$ cat config.mk
export PLATFORM = sky130hd
export DESIGN_NAME = tcr_recognizer
export DESIGN_NICKNAME = d
export VERILOG_FILES = /design/src/rtl/tcr_pkg.sv /design/src/rtl/tcr_seq_match.sv /design/src/rtl/tcr_qsine.sv /design/src/rtl/tcr_tone.sv /design/src/rtl/tcr_recognizer.sv
export SDC_FILE = /design/constraint.sdc
export NUM_CORES = 1
export LEC_CHECK = 0
export ABC_AREA = 1
export BUFFER_PORTS_ARGS = -buffer_cell sky130_fd_sc_hd__buf_2
export CORE_UTILIZATION = 55
export CTS_CLUSTER_SIZE = 28
export DETAILED_ROUTE_END_ITERATION = 7
export GPL_TIMING_DRIVEN = 0
export PLACE_DENSITY = 0.79
export SLEW_MARGIN = 0
export SYNTH_ARGS = -nofsm -noshare
export SYNTH_HDL_FRONTEND = slang
export SYNTH_HIERARCHICAL = 1
export SYNTH_SLANG_ARGS = --single-unit
$ cat constraint.sdc
create_clock -name clk -period 5.26 [get_ports clk]
set_clock_uncertainty 0.1 [all_clocks]
set_input_delay 1.052 -clock clk [delete_from_list [all_inputs] [get_ports clk]]
set_output_delay 1.052 -clock clk [all_outputs]
set_load 0.005 [all_outputs]
$ cat src/rtl/tcr_pkg.sv
package tcr_pkg;

  localparam int NCMD    = 4;
  localparam int SEQ_LEN = 8;
  localparam int SEQ_PW  = $clog2(SEQ_LEN);
  localparam logic [7:0] TONE_ARG_MIN = 8'd48;
  localparam logic [7:0] TONE_ARG_MAX = 8'd119;

  typedef enum logic [1:0] {
    CMD_TONE   = 2'd0,
    CMD_QUIT   = 2'd1,
    CMD_MEMCHK = 2'd2,
    CMD_REGDUP = 2'd3
  } cmd_e;

  // expected byte of command c at position p (parameter positions return 0)
  function automatic logic [7:0] seq_byte(input logic [1:0] c, input logic [SEQ_PW-1:0] p);
    logic [7:0] b;
    b = 8'h00;
    if (p < SEQ_PW'(4)) begin
      case ({c, p[1:0]})
        4'b0000: b = 8'h53;
        4'b0001: b = 8'hEF;
        4'b0010: b = 8'h6E;
        4'b0100: b = 8'h45;
        4'b0101: b = 8'h78;
        4'b0110: b = 8'h69;
        4'b0111: b = 8'h74;
        4'b1000: b = 8'h4D;
        4'b1001: b = 8'hEA;
        4'b1010: b = 8'h6D;
        4'b1011: b = 8'h54;
        4'b1100: b = 8'h53;
        4'b1101: b = 8'h70;
        4'b1110: b = 8'hEE;
        default: b = 8'h00;
      endcase
    end
    return b;
  endfunction

  // position that carries the free parameter byte
  function automatic logic seq_wild(input logic [1:0] c, input logic [SEQ_PW-1:0] p);
    return (p == SEQ_PW'(3)) && ((c == CMD_TONE) || (c == CMD_REGDUP));
  endfunction

  function automatic logic [15:0] rate_of(input logic [3:0] idx);
    logic [15:0] r;
    case (idx)
      4'd0:    r = 16'd44100;
      4'd1:    r = 16'd48000;
      4'd2:    r = 16'd32000;
      4'd3:    r = 16'd22050;
      4'd4:    r = 16'd24000;
      4'd5:    r = 16'd16000;
      4'd6:    r = 16'd11025;
      4'd7:    r = 16'd12000;
      default: r = 16'd8000;
    endcase
    return r;
  endfunction

endpackage

$ cat src/rtl/tcr_seq_match.sv
module tcr_seq_match
  import tcr_pkg::*;
(
  input  logic            clk,
  input  logic            rst_n,
  input  logic            take,
  input  logic [7:0]      din,
  input  logic [NCMD-1:0] allow,
  output logic            hit,
  output logic [1:0]      hit_cmd,
  output logic [7:0]      hit_arg
);

  localparam logic [SEQ_PW-1:0] LAST_POS = SEQ_PW'(SEQ_LEN - 1);
  localparam logic [SEQ_PW-1:0] ARG_POS  = SEQ_PW'(3);

  logic [SEQ_PW-1:0] pos;
  logic [NCMD-1:0]   cand;
  logic [7:0]        arg_q;
  logic [NCMD-1:0]   step_ok, head_ok, adv, first;

  for (genvar k = 0; k < NCMD; k++) begin : g_cmd
    assign step_ok[k] = seq_wild(2'(k), pos) || (din == seq_byte(2'(k), pos));
    assign head_ok[k] = (din == seq_byte(2'(k), '0));
  end

  assign adv   = cand & step_ok & allow;
  assign first = head_ok & allow;
  assign hit   = take && (pos == LAST_POS) && (adv != '0);
  assign hit_arg = arg_q;

  always_comb begin
    hit_cmd = 2'd0;
    for (int k = NCMD - 1; k >= 0; k--) begin
      if (adv[k]) hit_cmd = 2'(k);
    end
  end

  always_ff @(posedge clk or negedge rst_n) begin
    if (!rst_n) begin
      pos   <= '0;
      cand  <= '0;
      arg_q <= '0;
    end else if (take) begin
      if (pos == '0) begin
        if (first != '0) begin
          pos  <= SEQ_PW'(1);
          cand <= first;
        end
      end else if (adv != '0) begin
        if (pos == LAST_POS) begin
          pos  <= '0;
          cand <= '0;
        end else begin
          pos  <= pos + SEQ_PW'(1);
          cand <= adv;
          if (pos == ARG_POS) arg_q <= din;
        end
      end else if (first != '0) begin
        pos  <= SEQ_PW'(1);
        cand <= first;
      end else begin
        pos  <= '0;
        cand <= '0;
      end
    end
  end

  AST_CAND_LIVE: assert property (@(posedge clk) disable iff (!rst_n)
    (pos != '0) |-> (cand != '0));

  AST_IDLE_NO_CAND: assert property (@(posedge clk) disable iff (!rst_n)
    (pos == '0) |-> (cand == '0));

endmodule

$ cat src/rtl/tcr_qsine.sv
module tcr_qsine (
  input  logic [5:0]  phase,
  output logic [15:0] value
);

  function automatic logic [14:0] quarter(input logic [4:0] a);
    logic [14:0] v;
    case (a)
      5'd0:  v = 15'd0;
      5'd1:  v = 15'd3212;
      5'd2:  v = 15'd6393;
      5'd3:  v = 15'd9512;
      5'd4:  v = 15'd12539;
      5'd5:  v = 15'd15446;
      5'd6:  v = 15'd18204;
      5'd7:  v = 15'd20787;
      5'd8:  v = 15'd23170;
      5'd9:  v = 15'd25329;
      5'd10: v = 15'd27245;
      5'd11: v = 15'd28898;
      5'd12: v = 15'd30273;
      5'd13: v = 15'd31356;
      5'd14: v = 15'd32137;
      5'd15: v = 15'd32609;
      default: v = 15'd32767;
    endcase
    return v;
  endfunction

  logic [4:0]  addr;
  logic [15:0] mag;

  always_comb begin
    addr = phase[4] ? (5'd16 - {1'b0, phase[3:0]}) : {1'b0, phase[3:0]};
    mag  = {1'b0, quarter(addr)};
    value = phase[5] ? (16'd0 - mag) : mag;
  end

endmodule

$ cat src/rtl/tcr_tone.sv
module tcr_tone
  import tcr_pkg::*;
#(
  parameter int CLK_HZ = 24_576_000
) (
  input  logic        clk,
  input  logic        rst_n,
  input  logic        start,
  input  logic        stop,
  input  logic [7:0]  arg,
  output logic        active,
  output logic        smp_valid,
  output logic [15:0] smp_data
);

  localparam int AW = $clog2(CLK_HZ + 65536) + 1;

  logic [6:0]    off;
  logic [3:0]    fsi_n;
  logic [2:0]    k_n;
  logic [6:0]    ns_n;
  logic [3:0]    stepi_n;
  logic [5:0]    stepr_n;

  logic [15:0]   rate;
  logic [6:0]    nsamp;
  logic [3:0]    step_i;
  logic [5:0]    step_r;
  logic [5:0]    ph;
  logic [6:0]    rem;
  logic [AW-1:0] acc;

  logic [AW-1:0] sum;
  logic          wrap;
  logic [6:0]    rs;
  logic          carry;
  logic [15:0]   wave;

  assign off     = 7'(arg - TONE_ARG_MIN);
  assign fsi_n   = 4'(off % 7'd9);
  assign k_n     = 3'(off / 7'd9);
  assign ns_n    = (7'(k_n) + 7'd1) << 3;
  assign stepi_n = 4'(7'd64 / ns_n);
  assign stepr_n = 6'(7'd64 % ns_n);

  assign sum   = acc + AW'(rate);
  assign wrap  = sum >= AW'(CLK_HZ);
  assign rs    = rem + 7'(step_r);
  assign carry = rs >= nsamp;

  tcr_qsine u_qsine (
    .phase (ph),
    .value (wave)
  );

  always_ff @(posedge clk or negedge rst_n) begin
    if (!rst_n) begin
      active    <= 1'b0;
      smp_valid <= 1'b0;
      smp_data  <= '0;
      rate      <= '0;
      nsamp     <= 7'd8;
      step_i    <= '0;
      step_r    <= '0;
      ph        <= '0;
      rem       <= '0;
      acc       <= '0;
    end else if (stop) begin
      active    <= 1'b0;
      smp_valid <= 1'b0;
    end else if (start) begin
      active    <= 1'b1;
      smp_valid <= 1'b0;
      rate      <= rate_of(fsi_n);
      nsamp     <= ns_n;
      step_i    <= stepi_n;
      step_r    <= stepr_n;
      ph        <= '0;
      rem       <= '0;
      acc       <= '0;
    end else if (active) begin
      if (wrap) begin
        acc       <= sum - AW'(CLK_HZ);
        smp_valid <= 1'b1;
        smp_data  <= wave;
        ph        <= ph + 6'(step_i) + 6'(carry);
        rem       <= carry ? (rs - nsamp) : rs;
      end else begin
        acc       <= sum;
        smp_valid <= 1'b0;
      end
    end else begin
      smp_valid <= 1'b0;
    end
  end

  AST_SMP_GATED: assert property (@(posedge clk) disable iff (!rst_n)
    smp_valid |-> active);

  AST_SMP_SPACED: assert property (@(posedge clk) disable iff (!rst_n)
    smp_valid |=> !smp_valid);

  AST_ACC_BOUND: assert property (@(posedge clk) disable iff (!rst_n)
    active |-> (acc < AW'(CLK_HZ)));

  AST_START_PHASE: assert property (@(posedge clk) disable iff (!rst_n)
    $rose(active) |-> ((ph == '0) && (rem == '0)));

  AST_REM_BOUND: assert property (@(posedge clk) disable iff (!rst_n)
    active |-> (rem < nsamp));

endmodule

$ cat src/rtl/tcr_recognizer.sv
module tcr_recognizer
  import tcr_pkg::*;
#(
  parameter int CLK_HZ   = 24_576_000,
  parameter int MEM_WAIT = 500,
  parameter int REG_AW   = 4,
  parameter int HDR0_IDX = 8
) (
  input  logic              clk,
  input  logic              rst_n,
  input  logic              in_valid,
  output logic              in_ready,
  input  logic [7:0]        in_data,
  output logic              out_valid,
  input  logic              out_ready,
  output logic [7:0]        out_data,
  output logic [REG_AW-1:0] reg_addr,
  input  logic [15:0]       reg_rdata,
  input  logic [15:0]       mem_result,
  output logic              hdr_we,
  output logic              hdr_sel,
  output logic [15:0]       hdr_wdata,
  output logic              tone_active,
  output logic              smp_valid,
  output logic [15:0]       smp_data
);

  localparam int CW = $clog2(MEM_WAIT + 1);
  localparam logic [NCMD-1:0] ALLOW_TONE = NCMD'(1) << CMD_QUIT;
  localparam logic [NCMD-1:0] ALLOW_IDLE = ~ALLOW_TONE;

  logic            take;
  logic [NCMD-1:0] allow;
  logic            hit;
  logic [1:0]      hit_cmd;
  logic [7:0]      hit_arg;
  logic            busy;
  logic [CW-1:0]   cnt;
  logic            dup_pend;
  logic            do_tone, do_quit, do_mem, do_dup;

  assign in_ready  = out_ready;
  assign out_valid = in_valid;
  assign out_data  = in_data;
  assign take      = in_valid && out_ready;
  assign allow     = tone_active ? ALLOW_TONE : ALLOW_IDLE;

  tcr_seq_match u_match (
    .clk     (clk),
    .rst_n   (rst_n),
    .take    (take),
    .din     (in_data),
    .allow   (allow),
    .hit     (hit),
    .hit_cmd (hit_cmd),
    .hit_arg (hit_arg)
  );

  assign do_tone = hit && !busy && (hit_cmd == CMD_TONE)
                   && (hit_arg >= TONE_ARG_MIN) && (hit_arg <= TONE_ARG_MAX);
  assign do_quit = hit && !busy && (hit_cmd == CMD_QUIT);
  assign do_mem  = hit && !busy && (hit_cmd == CMD_MEMCHK);
  assign do_dup  = hit && !busy && (hit_cmd == CMD_REGDUP)
                   && ({1'b0, hit_arg} < 9'(1 << REG_AW));

  tcr_tone #(.CLK_HZ(CLK_HZ)) u_tone (
    .clk       (clk),
    .rst_n     (rst_n),
    .start     (do_tone),
    .stop      (do_quit),
    .arg       (hit_arg),
    .active    (tone_active),
    .smp_valid (smp_valid),
    .smp_data  (smp_data)
  );

  always_ff @(posedge clk or negedge rst_n) begin
    if (!rst_n) begin
      hdr_we    <= 1'b0;
      hdr_sel   <= 1'b0;
      hdr_wdata <= '0;
      reg_addr  <= '0;
      dup_pend  <= 1'b0;
      busy      <= 1'b0;
      cnt       <= '0;
    end else begin
      hdr_we <= 1'b0;
      if (dup_pend) begin
        hdr_we    <= 1'b1;
        hdr_sel   <= (reg_addr == REG_AW'(HDR0_IDX));
        hdr_wdata <= reg_rdata;
        dup_pend  <= 1'b0;
      end
      if (busy) begin
        if (cnt == '0) begin
          hdr_we    <= 1'b1;
          hdr_sel   <= 1'b0;
          hdr_wdata <= mem_result;
          busy      <= 1'b0;
        end else begin
          cnt <= cnt - CW'(1);
        end
      end
      if (do_mem) begin
        busy <= 1'b1;
        cnt  <= CW'(MEM_WAIT - 1);
      end
      if (do_dup) begin
        reg_addr <= REG_AW'(hit_arg);
        dup_pend <= 1'b1;
      end
    end
  end

  AST_BUSY_EXCL: assert property (@(posedge clk) disable iff (!rst_n)
    busy |-> !tone_active);

  AST_HDR_PULSE: assert property (@(posedge clk) disable iff (!rst_n)
    hdr_we |=> !hdr_we);

  AST_DUP_SEL: assert property (@(posedge clk) disable iff (!rst_n)
    (hdr_we && hdr_sel) |-> (reg_addr == REG_AW'(HDR0_IDX)));

  AST_DUP_FOLLOWS: assert property (@(posedge clk) disable iff (!rst_n)
    dup_pend |=> hdr_we);

endmodule

* Word-level counts from Yosys, hierarchy flattened
Memories as Yosys holds them, arrays and structs flattened.
Index checks and enable logic that the tools add are counted.
** Cells by class
- $add $sub $neg :: 12
- Div/mod/pow operators :: 4
- Order comparisons :: 6
- Equal/unequal tests :: 18
- Multiplexer cells :: 59
- Bitwise gates (word level) :: 7
- Reduce and logical (&&, ||, !) cells :: 31
** Operators by type and width (count)
- $mux W16 :: 5
- $mux W26 :: 3
- $pmux W8 S4 :: 2
- $pmux W8 S3 :: 2
- $eq A8 B8 Y1 :: 4
- $mux W8 :: 4
- $mux W7 :: 4
- $mux W9 :: 3
- $add A26 B16 Y26 :: 1
- $ge A26 B25 Y1 const B :: 1
- $sub A26 B25 Y26 const B :: 1
- $eq A8 B7 Y1 const B :: 3
- $mux W4 :: 6
- $mux W6 :: 3
- $mux W1 :: 17
- $sub A1 B15 Y16 const A :: 1
- $mux W15 :: 1
- $and A4 B4 Y4 :: 3
- $mux W3 :: 4
- $logic_and A1 B1 Y1 :: 11
- $logic_not A9 Y1 :: 1
- $sub A9 B1 Y9 const B :: 1
- $eq A2 B2 Y1 const B :: 4
- $ge A8 B6 Y1 const B :: 1
- 34 further kinds :: 51
** Word-level totals
- Flip-flop bits (word level) :: 135
- Memory bits (read-only) :: 360
- Bits of input ports :: 44
- Output and inout port bits :: 50
- Memories :: 2
** Memory list
- (no name shown) :: depth 16, bits a word 15, read ports 1, clocked after memory_dff 0, wr ports 0, RTL line tcr_qsine.sv:8 : case (a)
- (no name shown) :: depth 8, bits a word 15, read ports 1, clocked after memory_dff 0, wr ports 0, RTL line tcr_pkg.sv:49 : case (idx)

* Logic depth before layout (Yosys ltp)
- Word-level depth :: 17
- Depth in mapped cells :: 33
- Depth with buffers taken out :: 32

* Cells and area by module
Netlist, hierarchy kept.
** Modules (own cells, without submodules)
- tcr_tone :: instances 1, cells an instance 790, area an instance 5843.1 µm²
- tcr_recognizer :: instances 1, cells an instance 259, area an instance 1855.5 µm²
- tcr_seq_match :: instances 1, cells an instance 241, area an instance 1582.8 µm²
- tcr_qsine :: instances 1, cells an instance 231, area an instance 1226.2 µm²

* Worst setup path before layout
OpenSTA, ideal clock, no wires.
- Path kind :: reg-to-reg
- From :: register u_match.arg_q[4], in the netlist u_match/hit_arg[4]
- To :: register u_tone.step_i[2]
- Setup time :: 0.124 ns
- Arrival :: 3.807 ns
- Path slack :: 1.229 ns
- Stages on the path, launching flop included :: 29
- Period minus slack after synthesis :: 4.031 ns
- Path through :: dfrtp_1 > ha_1 > nor2_2 > nand2_2 > o21ai_2 > nand2_2 > a21o_1 > nand2_1 > nand2_1 > inv_1 > nand2_4 > nand2_2 > nand2_2 > ha_1 > nand3_1 > nor2_1 > nor2_2 > nand2_2 > buf_6 > ha_1 > xnor2_1 > a21boi_4 > o21ai_2 > or2_1 > ha_1 > nand2_1 > nand2_1 > nand2_1 > o21ai_1
** Between the ends
- Longest elaborated chain between the ends :: 4
- Elaborated cells between the ends (all ways) :: 9
- Those cells by class :: 2 x add/sub; 2 x div; 2 x order compare; 3 x reduce/logical
** Ends and longest elaborated chain
- start: declaration :: RTL line tcr_seq_match.sv:19 : logic [7:0] arg_q;
- start signal: assignment :: RTL line tcr_seq_match.sv:57 : if (pos == ARG_POS) arg_q <= din;
- $sub A7 B6 Y7 / $ge A8 B6 Y1 (equally long branches) :: RTL line tcr_tone.sv:39, tcr_recognizer.sv:60
- $div A7 B4 Y7 / $logic_and A1 B1 Y1 (equally long branches) :: RTL line tcr_tone.sv:41, tcr_recognizer.sv:60
- $add A3 B1 Y4 / $logic_and A1 B1 Y1 (equally long branches) :: RTL line tcr_tone.sv:42, tcr_recognizer.sv:60
- $div A7 B7 Y7 / $reduce_and A2 Y1 (equally long branches)
- end signal: assignment :: RTL line tcr_tone.sv:76 : step_i <= stepi_n;
- end: declaration :: RTL line tcr_tone.sv:27 : logic [3:0] step_i;
Parallel ways exist; a longest one is shown, timed or not.
A chain may end at the register's enable or synchronous reset.

* Final worst setup path
- From :: register u_match.pos[0]
- To :: register u_tone.acc[1]
** Between the ends
- Elaborated cells between the ends (all ways) :: 41
- Those cells by class :: 1 x order compare; 10 x eq/ne; 13 x mux; 3 x bitwise; 14 x reduce/logical
** RTL lines
- start: declaration :: RTL line tcr_seq_match.sv:17 : logic [SEQ_PW-1:0] pos;
- start signal: assignment :: RTL line tcr_seq_match.sv:55 : pos <= pos + SEQ_PW'(1);
- $eq A2 B2 Y1, or another cell as far along :: RTL line tcr_pkg.sv:21 : case ({c, p[1:0]})
- $pmux W8 S3 :: RTL line tcr_pkg.sv:21
- $mux W8 :: RTL line tcr_pkg.sv:20 : if (p < SEQ_PW'(4)) begin
- $eq A8 B8 Y1 :: RTL line tcr_seq_match.sv:23 : assign step_ok[k] = seq_wild(2'(k), pos) || (din == seq_byte(2'(k), pos));
- $logic_or A1 B1 Y1 :: RTL line tcr_seq_match.sv:23
- $and A4 B4 Y4 (2 in series) :: RTL line tcr_seq_match.sv:27 : assign adv = cand & step_ok & allow;
- $reduce_bool A4 Y1 :: RTL line tcr_seq_match.sv:29 : assign hit = take && (pos == LAST_POS) && (adv != '0);
- $logic_and A1 B1 Y1 * :: RTL line tcr_seq_match.sv:29
- named net hit :: RTL line tcr_recognizer.sv:34 : logic hit;
- $logic_and A1 B1 Y1 * (2 in series) :: RTL line tcr_recognizer.sv:59 : assign do_tone = hit && !busy && (hit_cmd == CMD_TONE)
- $logic_and A1 B1 Y1 * (2 in series) :: RTL line tcr_recognizer.sv:60 : && (hit_arg >= TONE_ARG_MIN) && (hit_arg <= TONE_ARG_MAX);
- named net do_tone :: RTL line tcr_recognizer.sv:40 : logic do_tone, do_quit, do_mem, do_dup;
- $reduce_bool A2 Y1 (no line)
- $reduce_and A2 Y1 (no line)
- end signal: assignment :: RTL line tcr_tone.sv:83 : acc <= sum - AW'(CLK_HZ);
- end signal: assignment :: RTL line tcr_tone.sv:89 : acc <= sum;
- end: declaration :: RTL line tcr_tone.sv:31 : logic [AW-1:0] acc;
Mark *: on every way through the listed nets, which the timed path passes. The rest lies on a longest branch. The select of a mux whose other input is x is not followed.

==> impl_metrics.ini <==
[run_status]
status = finished, final reports clean

[clocking]
cts.sinks = 127
clock_latency_ns = 0.43
cts_buffer_depth = 2
cts-buffers-inserted = 17
root_buffer = clkbuf_16
htree_levels = 4
cts_hold_buffers = 0
cts.reportedPaths.clkPinSlew_ns = 0.06
cts_tree = built

[global_route]
grt_start_max_net_pins = 73
grt_pass1_wl_mm = 42.3
track_usage_pct = 26.1
grt_pass1_vias = 9234
grt_overflow = 0
antenna_found_initial = 0

[synth]
synth_warnings = 6
synth_top_area_cell = dfrtp_1
async_flop_share_pct = 100
synth-seq-cells = 127
yosys.area.top_type_share_pct = 30.0
synth-seq-area-share_pct = 30.3
syn_area_um2 = 10500
avgSynthCellArea_um2 = 6.91
synth-main-ff-cell = dfrtp_1
synth_nets = 1633
synth_edf_count = 0
synthDistinctLibCells = 60
synth.area.top_cells = dfrtp_1, nand2_1, ha_1
synth_cells = 1521

[detailed_routing]
final_antenna_net_count = 0
wirelength_mm = 24.6
firstDrtPassIters = 6
vias_per_cell = 5.31
drc = 0
wl_per_cell_um = 13.1
first_iter_violations = 640
vias = 9996

[floorplanning]
die_h_um = 140
die_w_um = 140
start_util_pct = 56.2
io_pins = 94
design.core.area_um2 = 18700
die-area_um2 = 19700
core.rowCount = 50

[pwr]
design_power_total_mw = 2.56
leakagePower_nw = 6.70
vdd_drop_max_mv = 0.255
p_per_area_nw_per_um2 = 215

[worst_setup_path]
worstSetupEndpointType = flip-flop
crit_required_ns = 5.52
cp_common_cell = nand2_1
reg2regPathDepth = 22
r2r_end = u_tone/acc[1]
cp_max_fo = 10
crit_arrival_ns = 5.13
crit_slowest_cell = clkbuf_1
ff2ff_setup_slack_ns = 0.39
path_class = flip-flop to flip-flop
cp-start-kind = flip-flop
rr_startpoint = u_match/pos[0]
slowest_delay_ns = 0.46
crit_chain = inv_1, ha_1, nand2_1, nand2_1, nand2_1, nand3_1, nor2_1, nand2_1, nand2_1, nand2_1, nand2_1, nor2_1, nor3_1, nand2_1, nor4_1, o21a_1, inv_1, nand3_1, clkinvlp_4, nor2_2, clkbuf_1, a22o_1

[timing]
min_period_over_period_pct = 92.6
max_freq_mhz = 205
min_period_ns = 4.87
slew-limit-headroom_pct = 61.7
final-setup-viol-count = 0
hold_ws_ns = 0.369
tightest_slew_ns = 0.575
tns_ns = 0
hold_viol_final = 0
rsz0062_at_grt = false
report.final.slew_viol_count = 0

[hold_path]
min_path_cells = 2
worstHoldStart = u_tone/smp_data[6]
hold_path_class = flip-flop to flip-flop
whs_endpoint = u_tone/smp_data[6]

[final_layout]
layout_common_cells = nand2_1, inv_1, nand3_1, dfrtp_1, nor2_1
area_growth_pct = 13.4
layout_commonest_cell = nand2_1
layout-drive-gt1-share_pct = 18.1
finalNetCount = 1746
fill_cells = 1688
diodes = 0

[place]
port_buffers = 93
detailed_place_hpwl_mm = 18.5
gp_congestion = 0.951

[run]
maxCapViolCount = 0
## worst max-delay path, delay by kind of cell (launching register included)
family	cells	cell delay (ns)
AO/OA/AOI/OAI	2	0.51
AND/OR/NAND/NOR	15	2.20
buffers and inverters	4	1.12
adder cells (fa/ha/maj)	1	0.42
flip-flops	1	0.44
## cell families after synthesis
logic type | Yosys count | synth area share [%]
DFF | 127 | 30.3
xor gates and xnor gates | 29 | 2.42
buffers and inverters | 211 | 9.01
adders and majority gates | 68 | 8.45
and+or+nand+nor | 919 | 40.1
AOI/OAI and AO/OA | 167 | 9.72
## routing by layer
layer | track usage [%] | up-vias | share of wire [%]
li1 | - | 5102 | -
met1 | 34.1 | 4622 | 47
met2 | 45.4 | 254 | 48
met3 | 4.10 | 18 | 4.7
met4 | 5.67 | 0 | 0.68
met5 | 0 | - | 0
## sequential cells by signal (all words and copies together) (netlist names), 4 cells and up
name             cells
u_tone/acc          26
hdr_wdata           16
u_tone/smp_data     16
u_tone/rate         14
cnt                  9
u_match/hit_arg      8
u_tone/ph            6
reg_addr             4
u_match/cand         4
u_tone/nsamp         4
u_tone/rem           4
u_tone/step_i        4
## how the worst max path moves through the flow
| stage | startpoint | endpoint | slack (ns) | depth (start not counted) |
|---|---|---|---|---|
| floorplan | u_match/hit_arg[4] | u_tone/step_i[2] | 1.23 | 28 |
| global placement | in_data[2] | u_tone/acc[14] | 0.06 | 24 |
| detailed placement | in_data[2] | u_tone/acc[15] | 0.03 | 24 |
| CTS | u_match/pos[0] | u_tone/acc[15] | 0.28 | 23 |
| global route | u_match/pos[0] | u_tone/ph[1] | 0.05 | 25 |
| finish | u_match/pos[0] | u_tone/acc[1] | 0.39 | 22 |
## cells in the mapped netlist (3+ instances only)
| cell | count |
|---|---|
| a21oi_1 | 38 |
| a21oi_2 | 6 |
| buf_2 | 5 |
| buf_4 | 14 |
| buf_6 | 8 |
| clkbuf_1 | 12 |
| clkinv_1 | 3 |
| dfrtp_1 | 126 |
| fa_1 | 5 |
| ha_1 | 63 |
| inv_1 | 155 |
| inv_2 | 9 |
| nand2_1 | 523 |
| nand2_2 | 38 |
| nand2_4 | 14 |
| nand3_1 | 139 |
| nand3_2 | 12 |
| nand3_4 | 4 |
| nand3b_1 | 5 |
| nand4_1 | 17 |
| nor2_1 | 112 |
| nor2_2 | 16 |
| nor2_4 | 6 |
| nor3_1 | 12 |
| o21a_1 | 6 |
| o21ai_0 | 57 |
| o21ai_1 | 23 |
| o21ai_2 | 13 |
| o22ai_1 | 3 |
| o31ai_1 | 5 |
| or2_2 | 7 |
| xnor2_1 | 5 |
| xor2_1 | 24 |
## area by class of cell
| type | count | area [um^2] | share of cell area, % |
|---|---|---|---|
| Timing Repair Buffer | 94 | 499 | 4.19 |
| Inverter | 171 | 666 | 5.59 |
| Sequential cell | 127 | 3180 | 26.7 |
| Clock inverter | 14 | 181 | 1.52 |
| Tap cell | 234 | 293 | 2.46 |
| Buffer | 40 | 287 | 2.40 |
| Clock buffer | 18 | 429 | 3.60 |
| Multi-Input combinational cell | 1183 | 6380 | 53.6 |
## where the power goes
part	switching [mW]	total [mW]	internal [mW]
sequential	0.0179	1.01	0.997
combinational	0.204	0.312	0.108
clock	0.476	1.23	0.754
## repair_timing
action | 4_1_cts | 5_1_grt
resized for setup | 0 | 4
endpoints found under the setup margin | 0 | 35
buffers inserted | 0 | 0
## metrics by stage
stage	util, %	cell area, um^2	instances	worst slack, ns
after floorplan	-	10500	1521	1.23
after global placement	60.2	11300	1848	0.0561
after detailed placement	60.4	11300	1849	0.0297
after CTS	63.7	11900	1881	0.284
after global routing	63.7	11900	1881	0.0502
final	63.7	11900	1881	0.388
(Power assumes the default switching activity.)
